File: config.mk
export PLATFORM = sky130hd
export DESIGN_NAME = serial_cfg_loader
export DESIGN_NICKNAME = d
export VERILOG_FILES = /design/src/rtl/serial_cfg_pkg.sv /design/src/rtl/scl_sync_edge.sv /design/src/rtl/scl_shifter.sv /design/src/rtl/scl_latch_bank.sv /design/src/rtl/serial_cfg_loader.sv
export SDC_FILE = /design/constraint.sdc
export NUM_CORES = 1
export LEC_CHECK = 0
export BUFFER_PORTS_ARGS = -buffer_cell sky130_fd_sc_hd__buf_4
export CORE_UTILIZATION = 40
export DETAILED_ROUTE_END_ITERATION = 16
export GPL_ROUTABILITY_DRIVEN = 1
export HOLD_SLACK_MARGIN = 0.03
export PLACE_DENSITY = 0.73
export REMOVE_ABC_BUFFERS = 1
export SETUP_SLACK_MARGIN = 0.05
export SLEW_MARGIN = 20
export SYNTH_ARGS = -nofsm -noshare
export SYNTH_HDL_FRONTEND = slang
export SYNTH_SLANG_ARGS = --single-unit
File: constraint.sdc
create_clock -name clk -period 1.63 [get_ports clk]
set_input_delay 0.2445 -clock clk [delete_from_list [all_inputs] [get_ports clk]]
set_output_delay 0.2445 -clock clk [all_outputs]
set_load 0.05 [all_outputs]
File: src/rtl/serial_cfg_pkg.sv
`timescale 1ns/1ps
package serial_cfg_pkg;
   // latch selector carried in the trailing frame bits
   typedef enum logic [1:0] {
      SEL_IF_REF = 2'b00,
      SEL_RF_REF = 2'b01,
      SEL_IF_DIV = 2'b10,
      SEL_RF_DIV = 2'b11
   } latch_sel_e;

   localparam int REF_MODE_BITS = 5;
   localparam int DIV_MODE_BITS = 2;
   localparam int NUM_CHAN      = 2;
   localparam int SERIAL_LINES  = 3;   // clock, data, strobe
endpackage

File: src/rtl/scl_sync_edge.sv
`timescale 1ns/1ps
module scl_sync_edge #(
   parameter int WIDTH  = 3,
   parameter int STAGES = 2
) (
   input  logic             clk,
   input  logic             rst_n,
   input  logic [WIDTH-1:0] async_i,
   output logic [WIDTH-1:0] level_o,
   output logic [WIDTH-1:0] rise_o
);
   logic [WIDTH-1:0] last_q;

   for (genvar b = 0; b < WIDTH; b++) begin : g_line
      logic [STAGES-1:0] chain_q;
      always_ff @(posedge clk or negedge rst_n) begin
         if (!rst_n) chain_q <= '0;
         else        chain_q <= {chain_q[STAGES-2:0], async_i[b]};
      end
      assign level_o[b] = chain_q[STAGES-1];
   end

   always_ff @(posedge clk or negedge rst_n) begin
      if (!rst_n) last_q <= '0;
      else        last_q <= level_o;
   end

   assign rise_o = level_o & ~last_q;
endmodule

File: src/rtl/scl_shifter.sv
`timescale 1ns/1ps
module scl_shifter #(
   parameter int FRAME_W = 22
) (
   input  logic               clk,
   input  logic               rst_n,
   input  logic               shift_en,
   input  logic               bit_i,
   output logic [FRAME_W-1:0] frame_o
);
   always_ff @(posedge clk or negedge rst_n) begin
      if (!rst_n)        frame_o <= '0;
      else if (shift_en) frame_o <= {frame_o[FRAME_W-2:0], bit_i};
   end
endmodule

File: src/rtl/scl_latch_bank.sv
`timescale 1ns/1ps
module scl_latch_bank #(
   parameter int DATA_W = 20,
   parameter int ADDR_W = 2,
   localparam int NWORD = 1 << ADDR_W
) (
   input  logic                         clk,
   input  logic                         rst_n,
   input  logic                         commit_i,
   input  logic [ADDR_W-1:0]            addr_i,
   input  logic [DATA_W-1:0]            data_i,
   output logic [NWORD-1:0][DATA_W-1:0] word_o
);
   for (genvar i = 0; i < NWORD; i++) begin : g_word
      localparam logic [ADDR_W-1:0] MY_ADDR = ADDR_W'(i);
      logic [DATA_W-1:0] word_q;
      always_ff @(posedge clk or negedge rst_n) begin
         if (!rst_n)                            word_q <= '0;
         else if (commit_i && addr_i == MY_ADDR) word_q <= data_i;
      end
      assign word_o[i] = word_q;
   end
endmodule

File: src/rtl/serial_cfg_loader.sv
`timescale 1ns/1ps
module serial_cfg_loader
   import serial_cfg_pkg::*;
#(
   parameter int REF_W       = 15,
   parameter int SWAL_W      = 7,
   parameter int MAIN_W      = 11,
   parameter int DATA_W      = 20,
   parameter int ADDR_W      = 2,
   parameter int SYNC_STAGES = 2
) (
   input  logic                             clk,
   input  logic                             rst_n,
   input  logic                             ser_clk_i,
   input  logic                             ser_dat_i,
   input  logic                             ser_le_i,
   output logic [NUM_CHAN-1:0][REF_W-1:0]   ref_div_o,
   output logic [NUM_CHAN-1:0]              pd_pol_o,
   output logic [NUM_CHAN-1:0]              cp_tri_o,
   output logic [NUM_CHAN-1:0]              cp_hi_o,
   output logic [NUM_CHAN-1:0]              lock_en_o,
   output logic [NUM_CHAN-1:0]              div_out_sel_o,
   output logic [NUM_CHAN-1:0][SWAL_W-1:0]  swal_o,
   output logic [NUM_CHAN-1:0][MAIN_W-1:0]  main_o,
   output logic [NUM_CHAN-1:0]              psel_o,
   output logic [NUM_CHAN-1:0]              pdn_o
);
   localparam int FRAME_W  = DATA_W + ADDR_W;
   localparam int NWORD    = 1 << ADDR_W;
   localparam int POS_POL  = REF_W;
   localparam int POS_TRI  = REF_W + 1;
   localparam int POS_CUR  = REF_W + 2;
   localparam int POS_LD   = REF_W + 3;
   localparam int POS_FO   = REF_W + 4;
   localparam int POS_MAIN = SWAL_W;
   localparam int POS_PSEL = SWAL_W + MAIN_W;
   localparam int POS_PDN  = SWAL_W + MAIN_W + 1;

   initial begin
      if (REF_W + REF_MODE_BITS != DATA_W)
         $fatal(1, "reference layout does not fill the data word");
      if (SWAL_W + MAIN_W + DIV_MODE_BITS != DATA_W)
         $fatal(1, "divider layout does not fill the data word");
      if (ADDR_W != 2)
         $fatal(1, "address must select exactly four latches");
      if (SYNC_STAGES < 2)
         $fatal(1, "synchronizer needs at least two stages");
   end

   logic [SERIAL_LINES-1:0] line_lvl, line_rise;
   logic                    sh_rise, le_rise, dat_s;
   logic [FRAME_W-1:0]      frame_q;
   logic [NWORD-1:0][DATA_W-1:0] latch_words;

   scl_sync_edge #(.WIDTH(SERIAL_LINES), .STAGES(SYNC_STAGES)) u_sync (
      .clk     (clk),
      .rst_n   (rst_n),
      .async_i ({ser_le_i, ser_dat_i, ser_clk_i}),
      .level_o (line_lvl),
      .rise_o  (line_rise)
   );

   assign sh_rise = line_rise[0];
   assign dat_s   = line_lvl[1];
   assign le_rise = line_rise[2];

   scl_shifter #(.FRAME_W(FRAME_W)) u_shift (
      .clk      (clk),
      .rst_n    (rst_n),
      .shift_en (sh_rise),
      .bit_i    (dat_s),
      .frame_o  (frame_q)
   );

   scl_latch_bank #(.DATA_W(DATA_W), .ADDR_W(ADDR_W)) u_bank (
      .clk      (clk),
      .rst_n    (rst_n),
      .commit_i (le_rise),
      .addr_i   (frame_q[ADDR_W-1:0]),
      .data_i   (frame_q[FRAME_W-1:ADDR_W]),
      .word_o   (latch_words)
   );

   // channel c: reference word at address c, divider word at address 2+c
   for (genvar c = 0; c < NUM_CHAN; c++) begin : g_chan
      logic [DATA_W-1:0] ref_w, div_w;
      assign ref_w = latch_words[c];
      assign div_w = latch_words[NUM_CHAN + c];

      assign ref_div_o[c]     = ref_w[REF_W-1:0];
      assign pd_pol_o[c]      = ref_w[POS_POL];
      assign cp_tri_o[c]      = ref_w[POS_TRI];
      assign cp_hi_o[c]       = ref_w[POS_CUR];
      assign lock_en_o[c]     = ref_w[POS_LD];
      assign div_out_sel_o[c] = ref_w[POS_FO];

      assign swal_o[c] = div_w[SWAL_W-1:0];
      assign main_o[c] = div_w[POS_MAIN +: MAIN_W];
      assign psel_o[c] = div_w[POS_PSEL];
      assign pdn_o[c]  = div_w[POS_PDN];
   end
endmodule

==> results_tabular.tex <==
\begin{tabular}{lr}
\hline
Metric & Value \\
\hline
\multicolumn{2}{l}{\textbf{Critical path}} \\
\quad Worst stage delay on the critical path & approximately 0.46 ns \\
\quad Launching element type of the critical path & flip-flop \\
\quad Worst Path Arrival & roughly 1.8 ns \\
\quad Critical R2R Launch & u\_shift.frame\_o[1] \\
\quad Worst path required time & roughly 1.9 ns \\
\quad Highest net fanout along the worst path & 17 \\
\quad Critical-path cell list & and4bb\_1, buf\_12, mux2\_2 \\
\quad Critical setup path kind & reg -> reg \\
\quad Slowest stage cell on the critical path & dfrtp\_1 \\
\quad Nature of the critical path endpoint & flip-flop \\
\quad Critical Path Source & u\_shift.frame\_o[1] \\
\multicolumn{2}{l}{\textbf{Hold path}} \\
\quad Critical hold path startpoint & u\_sync.g\_line[2].chain\_q[0] \\
\quad HP Class & reg -> reg \\
\multicolumn{2}{l}{\textbf{STA}} \\
\quad Share of the clock period used by the worst path after layout & around nine tenths \\
\quad Setup violations, final & 0 \\
\quad Setup repair after global routing missed its margin & false \\
\quad Worst hold slack & 0.360 ns \\
\quad Shortest period the worst path allows & 1.50 ns \\
\quad Setup slack after layout & approximately 0.13 ns \\
\quad Timing-limited maximum frequency & around 0.67 GHz \\
\quad Number of hold violations in the final report & 0 \\
\quad Worst slew slack as a fraction of its limit & roughly three fifths \\
\quad Clk\_skew & roughly 0.0069 ns \\
\quad Max-slew violation count & 0 \\
\quad Slew at the pin closest to its max-slew limit & about 0.60 ns \\
\multicolumn{2}{l}{\textbf{Place}} \\
\quad Hpwl dp & between 4 and 5 mm \\
\quad Number of cells in the design after placement & 447 \\
\quad Weighted congestion at the end of routability-driven global placement & 0.676 \\
\quad Post-placement worst setup slack & $\sim$0.13 ns \\
\quad Post-place instance area & 0.00489 mm\^{}2 \\
\quad Number of input and output port buffers inserted & 84 \\
\multicolumn{2}{l}{\textbf{Floorplanning}} \\
\quad Core region area & a little under 0.01 mm\^{}2 \\
\quad Die outline height & 102 um \\
\quad Die area & 0.0105 mm\^{}2 \\
\quad Die span in x & about 100 um \\
\quad I/O pin count & between 80 and 90 \\
\quad Initial standard-cell utilization of the core & between 40 and 50\% \\
\quad Num rows & 36 \\
\multicolumn{2}{l}{\textbf{Logic synthesis}} \\
\quad Flip-flop and latch count after synthesis & 110 \\
\quad Synth unique cells & 10 \\
\quad Avg Cell Area, Syn & about 18 um\^{}2 \\
\quad Syn Inst Count & 227 \\
\quad Post-synthesis cell type with the largest combined area & dfrtp\_1 \\
\quad Fraction of post-synthesis cell area in the top cell type by area & around 68\% \\
\quad Yosys synthesis warning count & 0 \\
\quad Cell Area, Synth & a little over 0.004 mm\^{}2 \\
\quad Post-synthesis sequential area ratio & 68.2\% \\
\quad Top post-synthesis cells by area & dfrtp\_1, mux2\_2, buf\_6, mux2\_1, and4bb\_1 \\
\multicolumn{2}{l}{\textbf{Power and ir drop}} \\
\quad Power density cells & $\sim$1800 mW/mm\^{}2 \\
\quad Total Power Consumption & between 9 and 10 mW \\
\quad Max IR drop VDD & about 0.0011 V \\
\quad Leakage power & $\sim$2.6 nW \\
\multicolumn{2}{l}{\textbf{Outcome}} \\
\quad Run status & completed \\
\multicolumn{2}{l}{\textbf{CTS}} \\
\quad Root Buffer Master & clkbuf\_8 \\
\quad Count of hold buffers inserted by post-cts repair & 4 \\
\quad Insertion delay of the later-clocked pin in the worst-skew pair & between 0.3 and 0.4 ns \\
\quad Clock-pin slew of the registers on the worst-case setup and hold paths & approximately 0.090 ns \\
\quad Number of buffers created by CTS & 9 \\
\quad Clk sinks & 110 \\
\quad CTS Buffer Depth & 2 \\
\quad TritonCTS clock tree & done \\
\quad Buffer count from post-CTS setup fixing & 0 \\
\quad Resized cells post-CTS & 0 \\
\quad H-tree level count & 3 \\
\multicolumn{2}{l}{\textbf{Cells and area}} \\
\quad Filler-free cell count of the finished design & $\sim$470 \\
\quad Fill count & approximately 820 \\
\quad Layout Cell Area excl Fill & $\sim$0.0051 mm\^{}2 \\
\quad Synth-to-Final Area Change & 27.3\% \\
\quad ANT cells & 0 \\
\quad Fraction of layout instances using a drive strength above 1 & 63.5\% \\
\quad Final layout net count & 334 \\
\multicolumn{2}{l}{\textbf{Route}} \\
\quad Drc violations & 0 \\
\quad DRT Pass-1 Iters & 4 \\
\quad Mean number of vias per cell & 4.75 \\
\quad Number of design-rule violations left by the first detailed-router iteration & between 70 and 80 \\
\quad Routed via count & between 2k and 2.5k \\
\quad Routed WL per cell & approximately 16 um \\
\quad Post-route antenna net violation count & 0 \\
\quad Total length of routed wires & 7.39 mm \\
\multicolumn{2}{l}{\textbf{Global route}} \\
\quad Aggregate global routing overflow & 0 \\
\quad Vias in the first global route & between 2k and 2.5k \\
\quad First-pass GRT wire length & around 12 mm \\
\quad Number of antenna violations at the first check in global routing & 0 \\
\quad Overall global routing resource usage & around 16\% \\
\quad Pin count of the biggest net entering global routing & $\sim$110 \\
\multicolumn{2}{l}{\textbf{Job}} \\
\quad Max-cap violations & 0 \\
\hline
\end{tabular}
==> report_power, final <==
| group | internal [mW] | switching (mW) | total, mW |
|---|---|---|---|
| Sequential | 3.45 | 0.573 | 4.03 |
| Clock | 0.842 | 0.841 | 1.68 |
| Combinational | 1.32 | 2.47 | 3.79 |
==> final timing paths <==
kind	to	slack (ns)	depth (start not counted)
hold reg to reg	u_sync.g_line[2].chain_q[1]	0.36	0
hold / removal	u_sync.g_line[2].chain_q[1]	0.36	0
max in group asynchronous	u_shift.frame_o[4]	0.68	3
setup / recovery	u_bank.g_word[1].word_q[12]	0.13	3
min in group asynchronous	u_bank.g_word[3].word_q[19]	0.46	3
setup reg to reg	u_bank.g_word[1].word_q[12]	0.13	3
==> kinds of logic (layout without fill, tap and decap cells) <==
group,count (synthesis),in the layout,synth area share [%]
DFF,110,110,68.2
muxes,102,102,28.5
buffers and inverters,10,117,1.98
and+or+nand+nor,5,5,1.36
==> layout make-up <==
class                           count  area, um^2  area share (%)
Clock buffer                       14         173            3.36
Tap cell                          133         166            3.24
Sequential cell                   110        2750            53.6
Timing Repair Buffer              101         793            15.4
Clock inverter                      2        38.8           0.755
Multi-Input combinational cell    107        1210            23.6
==> placed cells by master (no fill, tap or decap), drive strengths merged <==
master,netlist,final
and4bb,2,2
buf,10,97
bufinv,0,1
clkbuf,0,14
clkinv,0,1
dfrtp,110,110
dlygate4sd3,0,4
mux2,102,102
nand4b,1,1
nor2b,1,1
nor4b,1,1
==> cells in the mapped netlist (all sizes together) <==
| cell | number |
|---|---|
| dfrtp | 110 |
| mux2 | 102 |
| buf | 10 |
| and4bb | 2 |
| nand4b | 1 |
| nor2b | 1 |
| nor4b | 1 |
==> state kept, by name, indices dropped and copies added, names as in the netlist <==
| signal | cells |
|---|---|
| u_bank.g_word.word_q | 80 |
| u_shift.frame_o | 22 |
| u_sync.g_line.chain_q | 6 |
| u_sync.last_q | 2 |
==> per-layer routing <==
metal	routed length, um	up-vias	share of wire [%]	global-route usage, %
li1	-	1017	-	-
met1	3330	1137	45	20.3
met2	3690	56	50	24.9
met3	298	7	4.0	4.92
met4	74	0	1.0	4.29
met5	0	-	0	0
==> critical path, delay by kind of cell (launching register included) <==
| family | cells | cell delay (ns) |
|---|---|---|
| AND/OR/NAND/NOR | 1 | 0.38 |
| multiplexers | 1 | 0.35 |
| flip-flops | 1 | 0.46 |
| buffers and inverters | 1 | 0.20 |
==> stage by stage <==
step	setup TNS (ns)	utilization [%]
floorplan	-17.86	-
global placement	0	50.0
detailed placement	0	50.0
CTS	0	52.6
global route	0	52.6
finish	0	52.6
No activity file was read; power rests on OpenSTA's default activity.
